--- config.mk ---
export PLATFORM = sky130hd
export DESIGN_NAME = cpu_test_pulse_gen
export DESIGN_NICKNAME = d
export VERILOG_FILES = /design/src/rtl/tpg_pkg.sv /design/src/rtl/tpg_sync.sv /design/src/rtl/tpg_phase.sv /design/src/rtl/tpg_pulse_ctl.sv /design/src/rtl/cpu_test_pulse_gen.sv
export SDC_FILE = /design/constraint.sdc
export NUM_CORES = 1
export LEC_CHECK = 0
export CAP_MARGIN = 20
export CORE_AREA = 2 2 39 41
export DETAILED_ROUTE_END_ITERATION = 8
export DIE_AREA = 0 0 41 43
export PLACE_DENSITY = 0.47
export SYNTH_ARGS = -nofsm -noshare
export SYNTH_HDL_FRONTEND = slang
export SYNTH_SLANG_ARGS = --single-unit
--- constraint.sdc ---
create_clock -name clk -period 1.1 [get_ports clk]
set_clock_uncertainty 0.2 [all_clocks]
set_input_delay 0.22 -clock clk [delete_from_list [all_inputs] [get_ports clk]]
set_output_delay 0.22 -clock clk [all_outputs]
set_load 0.02 [all_outputs]
--- src/rtl/tpg_pkg.sv ---
// Shared types and helpers for the test single-pulse clock generator.
// Assumes nothing beyond being compiled before the modules that import it.
package tpg_pkg;

    // Value of the differential pair: true leg and complement leg.
    typedef struct packed {
        logic tru;
        logic cmp;
    } diff_pair_t;

    // Build the pair from the true-leg level; the complement is its inverse.
    function automatic diff_pair_t pair_from(input logic level);
        diff_pair_t p;
        p.tru = level;
        p.cmp = ~level;
        return p;
    endfunction

endpackage

--- src/rtl/tpg_sync.sv ---
// Multi-flop synchronizer for a bundle of quasi-static control bits.
// Assumes each bit is stable for several clock cycles (register-driven).
module tpg_sync #(
    parameter int STAGES = 2,
    parameter int WIDTH  = 2
) (
    input  logic             clk,
    input  logic             rst_n,
    input  logic [WIDTH-1:0] d_async,
    output logic [WIDTH-1:0] q_sync
);
    logic [WIDTH-1:0] chain [STAGES];

    generate
        for (genvar s = 0; s < STAGES; s++) begin : g_stage
            // Shift the bundle one stage further into the clk domain.
            always_ff @(posedge clk) begin
                if (!rst_n) begin
                    chain[s] <= '0;
                end else if (s == 0) begin
                    chain[s] <= d_async;
                end else begin
                    chain[s] <= chain[(s == 0) ? 0 : s-1];
                end
            end
        end
    endgenerate

    assign q_sync = chain[STAGES-1];
endmodule

--- src/rtl/tpg_phase.sv ---
// CPU clock phase generator: divides the reference clock by 2*HALF_CYC.
// Assumes HALF_CYC >= 1. Counter restarts at 0 from reset.
module tpg_phase #(
    parameter int HALF_CYC = 2
) (
    input  logic clk,
    input  logic rst_n,
    output logic run_hi,
    output logic last
);
    localparam int PERIOD = 2 * HALF_CYC;
    localparam int CW     = (PERIOD > 2) ? $clog2(PERIOD) : 1;

    logic [CW-1:0] cnt;

    // Advance the phase counter and wrap at the end of each CPU period.
    always_ff @(posedge clk) begin
        if (!rst_n) begin
            cnt <= '0;
        end else if (cnt == CW'(PERIOD - 1)) begin
            cnt <= '0;
        end else begin
            cnt <= cnt + 1'b1;
        end
    end

    assign run_hi = (cnt < CW'(HALF_CYC));
    assign last   = (cnt == CW'(PERIOD - 1));
endmodule

--- src/rtl/tpg_pulse_ctl.sv ---
// Pulse controller: detects request rises in test mode, holds them pending
// and opens an emit window of exactly one CPU period at a period boundary.
// Assumes synchronized inputs and a last-cycle marker from the phase counter.
module tpg_pulse_ctl (
    input  logic clk,
    input  logic rst_n,
    input  logic mode_s,
    input  logic trig_s,
    input  logic last,
    output logic trig_rise,
    output logic pending,
    output logic emitting
);
    logic trig_d;
    logic accept;

    assign trig_rise = trig_s & ~trig_d;
    assign accept    = trig_rise & mode_s;

    // Remember the previous request level for edge detection.
    always_ff @(posedge clk) begin
        if (!rst_n) trig_d <= 1'b0;
        else        trig_d <= trig_s;
    end

    // Move pending requests into the emit window at each period boundary.
    always_ff @(posedge clk) begin
        if (!rst_n) begin
            pending  <= 1'b0;
            emitting <= 1'b0;
        end else if (last) begin
            emitting <= pending;
            pending  <= accept;
        end else if (accept) begin
            pending  <= 1'b1;
        end
    end
endmodule

--- src/rtl/cpu_test_pulse_gen.sv ---
// Test single-pulse clock generator, top level.
// Passes the divided CPU clock in normal mode; parks the pair low in test
// mode and releases one full period per request rise. Assumes test_mode and
// pulse_req are slow register bits from another clock domain.
module cpu_test_pulse_gen #(
    parameter int HALF_CYC    = 2,
    parameter int SYNC_STAGES = 2
) (
    input  logic clk,
    input  logic rst_n,
    input  logic test_mode,
    input  logic pulse_req,
    output logic cpu_t,
    output logic cpu_c
);
    import tpg_pkg::*;

    logic [1:0] cfg_s;
    logic       mode_s;
    logic       trig_s;
    logic       run_hi;
    logic       last;
    logic       trig_rise;
    logic       pending;
    logic       emitting;
    logic       drive;
    diff_pair_t pair_q;

    tpg_sync #(.STAGES(SYNC_STAGES), .WIDTH(2)) u_sync (
        .clk     (clk),
        .rst_n   (rst_n),
        .d_async ({test_mode, pulse_req}),
        .q_sync  (cfg_s)
    );

    assign mode_s = cfg_s[1];
    assign trig_s = cfg_s[0];

    tpg_phase #(.HALF_CYC(HALF_CYC)) u_phase (
        .clk    (clk),
        .rst_n  (rst_n),
        .run_hi (run_hi),
        .last   (last)
    );

    tpg_pulse_ctl u_ctl (
        .clk       (clk),
        .rst_n     (rst_n),
        .mode_s    (mode_s),
        .trig_s    (trig_s),
        .last      (last),
        .trig_rise (trig_rise),
        .pending   (pending),
        .emitting  (emitting)
    );

    // The clock passes while in normal mode with nothing pending, or in a pulse.
    assign drive = (~mode_s & ~pending) | emitting;

    // Register the pair so both legs switch glitch-free from one flop stage.
    always_ff @(posedge clk) begin
        if (!rst_n) pair_q <= pair_from(1'b0);
        else        pair_q <= pair_from(drive & run_hi);
    end

    assign cpu_t = pair_q.tru;
    assign cpu_c = pair_q.cmp;
endmodule

Word level (Yosys, flattened, before mapping)
Memory sizes are Yosys's and may differ from the RTL's.
Index checks and enable logic that the tools add are counted.
Widths: inputs -> output; s select.
{"block": "word_totals", "regBits": 7, "ramBits": 4, "output_inout_bits": 2, "word_cells": 30, "mem_count": 1}
{"block": "op_classes", "add_sub_neg": 1, "order_cmp": 1, "n_eq_ne": 1, "n_mux": 6, "bitwise": 12, "reduce_logical": 2}
{"memory": "u_sync.chain", "words": 2, "word_bits": 2, "rd": 2, "rd_clocked_by_memory_dff": 0, "write_ports": 2, "line": "tpg_sync.sv:12", "text": "logic [WIDTH-1:0] chain [STAGES];"}
{"operator": "$not 1->1", "n": 5}
{"operator": "$and 1x1->1", "n": 4}
{"operator": "$mux 1", "n": 4}
{"operator": "$mux 2", "n": 2}
{"operator": "$or 1x1->1", "n": 3}
{"operator": "$add 2x1->2 const B", "n": 1}
{"operator": "$eq 2x2->1 const B", "n": 1}
{"operator": "$lt 2x2->1 const B", "n": 1}
{"operator": "$reduce_bool 2->1", "n": 1}
{"operator": "$reduce_or 2->1", "n": 1}

Depth between registers and ports, before layout
{"block": "depth", "depth_word": 5, "mapped_depth": 3, "depth_no_buf": 3}

By module
A second synthesis with hierarchy kept.
{"block": "unflattened", "cells_unflattened": 28, "area_unflattened_um2": 352.8}
{"mod": "tpg_pulse_ctl", "n_inst": 1, "cells_per_inst": 9, "area_each_um2": 108.9, "seq_area_each_um2": 60.1}
{"mod": "tpg_sync", "n_inst": 1, "cells_per_inst": 8, "area_each_um2": 105.1, "seq_area_each_um2": 80.1}
{"mod": "tpg_phase", "n_inst": 1, "cells_per_inst": 6, "area_each_um2": 77.6, "seq_area_each_um2": 40.0}
{"mod": "cpu_test_pulse_gen", "n_inst": 1, "cells_per_inst": 5, "area_each_um2": 61.3, "seq_area_each_um2": 40.0}

Worst setup path before layout
No wires, ideal clock.
{"block": "synth_timing", "path_type": "register to register", "from": "reg u_phase.cnt[0]", "to": "reg u_ctl.emitting", "t_arrival_ps": 769, "required_time_ps": 784, "setup_slack_ps": 15, "path_stages_with_launch": 4, "path_buffers": 0, "synth_period_minus_slack_ps": 1085, "path_cell_list": "dfxtp_1 ha_1 mux2i_1 nor2b_1"}
{"block": "synth_via", "elab_chain_len": 1}
{"element": "start: declaration", "line": "tpg_phase.sv:14", "text": "logic [CW-1:0] cnt;"}
{"element": "start signal: assignment", "line": "tpg_phase.sv:23", "text": "cnt <= cnt + 1'b1;"}
{"element": "$eq 2x2->1", "line": "tpg_phase.sv:28", "text": "assign last = (cnt == CW'(PERIOD - 1));"}
{"element": "end signal: assignment", "line": "tpg_pulse_ctl.sv:32", "text": "emitting <= pending;"}
{"element": "end: declaration", "line": "tpg_pulse_ctl.sv:12", "text": "output logic emitting"}
No other way between the ends.
A chain may end at the register's enable or synchronous reset.

Worst setup path after layout
{"block": "layout_timing", "from": "reg pair_q, in the netlist cpu_t", "to": "out cpu_t"}
{"element": "start: declaration", "line": "cpu_test_pulse_gen.sv:27", "text": "diff_pair_t pair_q;"}
{"element": "start signal: assignment", "line": "cpu_test_pulse_gen.sv:62", "text": "if (!rst_n) pair_q <= pair_from(1'b0);"}
{"element": "start signal: assignment", "line": "cpu_test_pulse_gen.sv:63", "text": "else pair_q <= pair_from(drive & run_hi);"}
{"element": "end: declaration", "line": "cpu_test_pulse_gen.sv:13", "text": "output logic cpu_t,"}
No word-level cell between the ends.

==> results.md <==
- Status: complete, but fails checks
- Failing checks: negative setup slack
- 1st-iter DRT viols: 0
- Initial antenna violation count: 0
- Clock power frac: 33.3%
- YS warnings: 0
- #FFs+latches synth: 11
- R2R depth: 2
- Detail Route Antenna Nets: 0
- Vias: 219
- Vert. Die Dim: 43 um
- Sequential share of the synthesized area: 62.86%
- Hold_sp: rst_n
- Slew @ Worst Pin: 112.6 ps
- P&R area growth vs syn: 37.50%
- Avg WL per Cell: 8.818 um
- Int Power: 628.1 uW
- Routed via count divided by cell count: 3.982
- # IOs: 6
- Area leader, netlist: dfxtp_1
- Final nets: 45
- Crit path time final: 1118 ps
- Die width: 41 um
- Worst flop-to-flop path startpoint: u_phase.cnt[1]$_SDFF_PP0_
- Sw Ratio: 22.34%
- Setup crit end kind: output port
- Final GP Congestion: 0.6639
- Top-count cell post-synth: dfxtp_1
- Power Density: 1679 nW/um2
- Yosys cell types: 14
- Met3 Usage GRT: 4.712%
- Unrepaired setup endpoints after global routing: true
- CP Class: flip-flop to output port
- Clk root buf: clkbuf_4
- Synth Instances: 29
- Hold depth: 2
- Final count of negative-setup-slack endpoints: 2
- Fin cells: 55
- Vias in the first global route: 198
- Ant diodes: 0
- Worst Path Arrival: 700 ps
- LEAKAGE: 0.2009 nW
- Hold Worst Slack: 103.2 ps
- DRC viols: 0
- EDFF count, synth: 0
- Met1 Usage GRT: 7.818%
- Top_reg_cell synth: dfxtp_1
- Grt peak-use layer: met2
- Synth top area share: 62.86%
- Buf+Inv Stages, Crit Path: 1
- Crit Path Max Fanout: 1
- Achievable Freq: 894.7 MHz
- Critical path's slowest cell: dfxtp_2
- Total grt overflow: 0
- Num rows: 14
- Crit path required time: 680 ps
- Layout cells sized above 1: 38.46%
- First-pass GRT wire length: 765 um
- CP startpoint kind: flip-flop
- Placed Cells: 51
- Initial Util: 25.32%
- Max_cap viols: 0
- Hold Fails Final Rpt: 0
- Crit share post-route: 101.6%
- Worst-Skew Late Latency: 260 ps
- Psw: 180.7 uW
- Sum of negative setup slack: -34.98 ps
- Crit. path cell count: 1
- Largest net degree at the start of global routing: 9
- Synth cell count leaders: 11 x dfxtp_1, 5 x and2_1, 2 x nor2b_1
- Max-slew headroom: 92.28%
- Fraction of registers with async set/reset: 0%
- DP Wirelength: 344.6 um
- Tot GR Track Use: 7.359%
- Core ar.: 1384 um2
- Crit path cell chain: buf_6
- WHS Endpoint: u_phase.cnt[0]$_SDFF_PP0_
- Worst setup margin: -17.67 ps
- TritonCTS clock tree: built
- Clock Sinks: 11
- CP top delay family: flip-flops
- Comb power frac: 11.5%
- Worst-path clk slew: 70 ps
- Synth Cell Area: 350.3 um2
- Filler Cell Count: 140
- GR Util met2: 8.750%
- Reg-to-reg slack, setup: 40 ps
- CTS Buffer Depth: 2
- Net count after synthesis: 34
- Number of port buffers: 5
- Drt pass-1 iters: 1
- Peak supply drop: 0.6437 mV
- Die Area: 1763 um2
- Post-CTS Repair Setup Buffers: 0
- Pre-CTS setup slack: -227.6 ps
- Synthesized area per cell: 12.08 um2
- Clock buffer count from CTS: 3
- H-tree Lvls: 1
- Slowest Stage Delay on Critical Path: 320 ps
- Max-slew violation count: 0
- Hold Crit Class: input port to flip-flop
- Synth top area cells: dfxtp_1 63%, and2_1 8.9%, ha_1 3.6%, nor2b_1 3.6%, nor3b_2 3.6%
- Reg2Reg Capture Point: u_phase.cnt[1]$_SDFF_PP0_
- Reg power frac: 55.2%
- Final WL: 485 um
## power by group through the flow
stage,combinational [mW],clock (mW),sequential [mW]
floorplan,0.0341,0,0.455
detailed placement,0.0874,0,0.444
finish,0.0930,0.270,0.446
global route,0.106,0.294,0.449
CTS,0.0939,0.279,0.443
global placement,0.0847,0,0.443
## cell families (layout without fill, tap and decap cells)
family | after synthesis | in the layout | share of synthesized area, %
buf+inv | 1 | 11 | 1.427
fa+ha+maj | 1 | 1 | 3.571
compound gates | 2 | 2 | 3.571
mux | 1 | 1 | 2.857
flops | 11 | 11 | 62.86
simple gates | 13 | 13 | 25.71
## per-stage QoR
step	total power, mW	instance area, um2	util, %
after floorplan	0.4888	350.3	-
after global placement	0.5275	430.4	31.10
after detailed placement	0.5318	430.4	31.10
after CTS	0.8155	474.2	34.27
after global routing	0.8490	481.7	34.81
final	0.8088	481.7	34.81
## worst max path at each step
stage,startpoint,end,slack [ps]
floorplan,u_phase.cnt[0]$_SDFF_PP0_,u_ctl.emitting$_SDFFE_PN0N_,20
global placement,rst_n,cpu_c$_SDFF_PN1_,-190
detailed placement,rst_n,cpu_c$_SDFF_PN1_,-230
CTS,cpu_t$_SDFF_PN0_,cpu_t,-30
global route,cpu_c$_SDFF_PN1_,cpu_c,-50
finish,cpu_t$_SDFF_PN0_,cpu_t,-20
## sequential cells by signal, indices dropped and copies added, names as in the netlist
register and cells:
cpu_t 1, u_phase.cnt 2, u_ctl.emitting 1, u_ctl.pending 1, u_sync.chain 4, u_ctl.trig_d 1
cpu_c 1
## timing repair
action / in CTS / in global routing
resized for setup: 16 / 4
pin swaps: 1 / 0
hold buffers: 0 / 0
setup endpoints to repair: 4 / 6
## routing by layer
layer,vias up,share of wire (%)
met5,-,0
met4,0,0
met3,0,6.0
met2,4,49
met1,99,45
li1,116,-
## cell type report
cell class                      instances  area [um2]  share of cell area, %
Clock buffer                            4       26.28                  5.455
Multi-Input combinational cell         17       140.1                  29.09
Sequential cell                        11       225.2                  46.75
Tap cell                               16       20.02                  4.156
Timing Repair Buffer                    7       70.07                  14.55
## placed cells by master (no fill, tap or decap), types with 2 or more instances in the layout
| cell | count |
|---|---|
| clkdlybuf4s50_1 | 2 |
| and2_1 | 5 |
| dfxtp_1 | 7 |
| buf_6 | 2 |
| buf_4 | 2 |
| clkbuf_4 | 3 |
| dfxtp_2 | 4 |
Note: power is estimated with default switching activity, not from simulation.
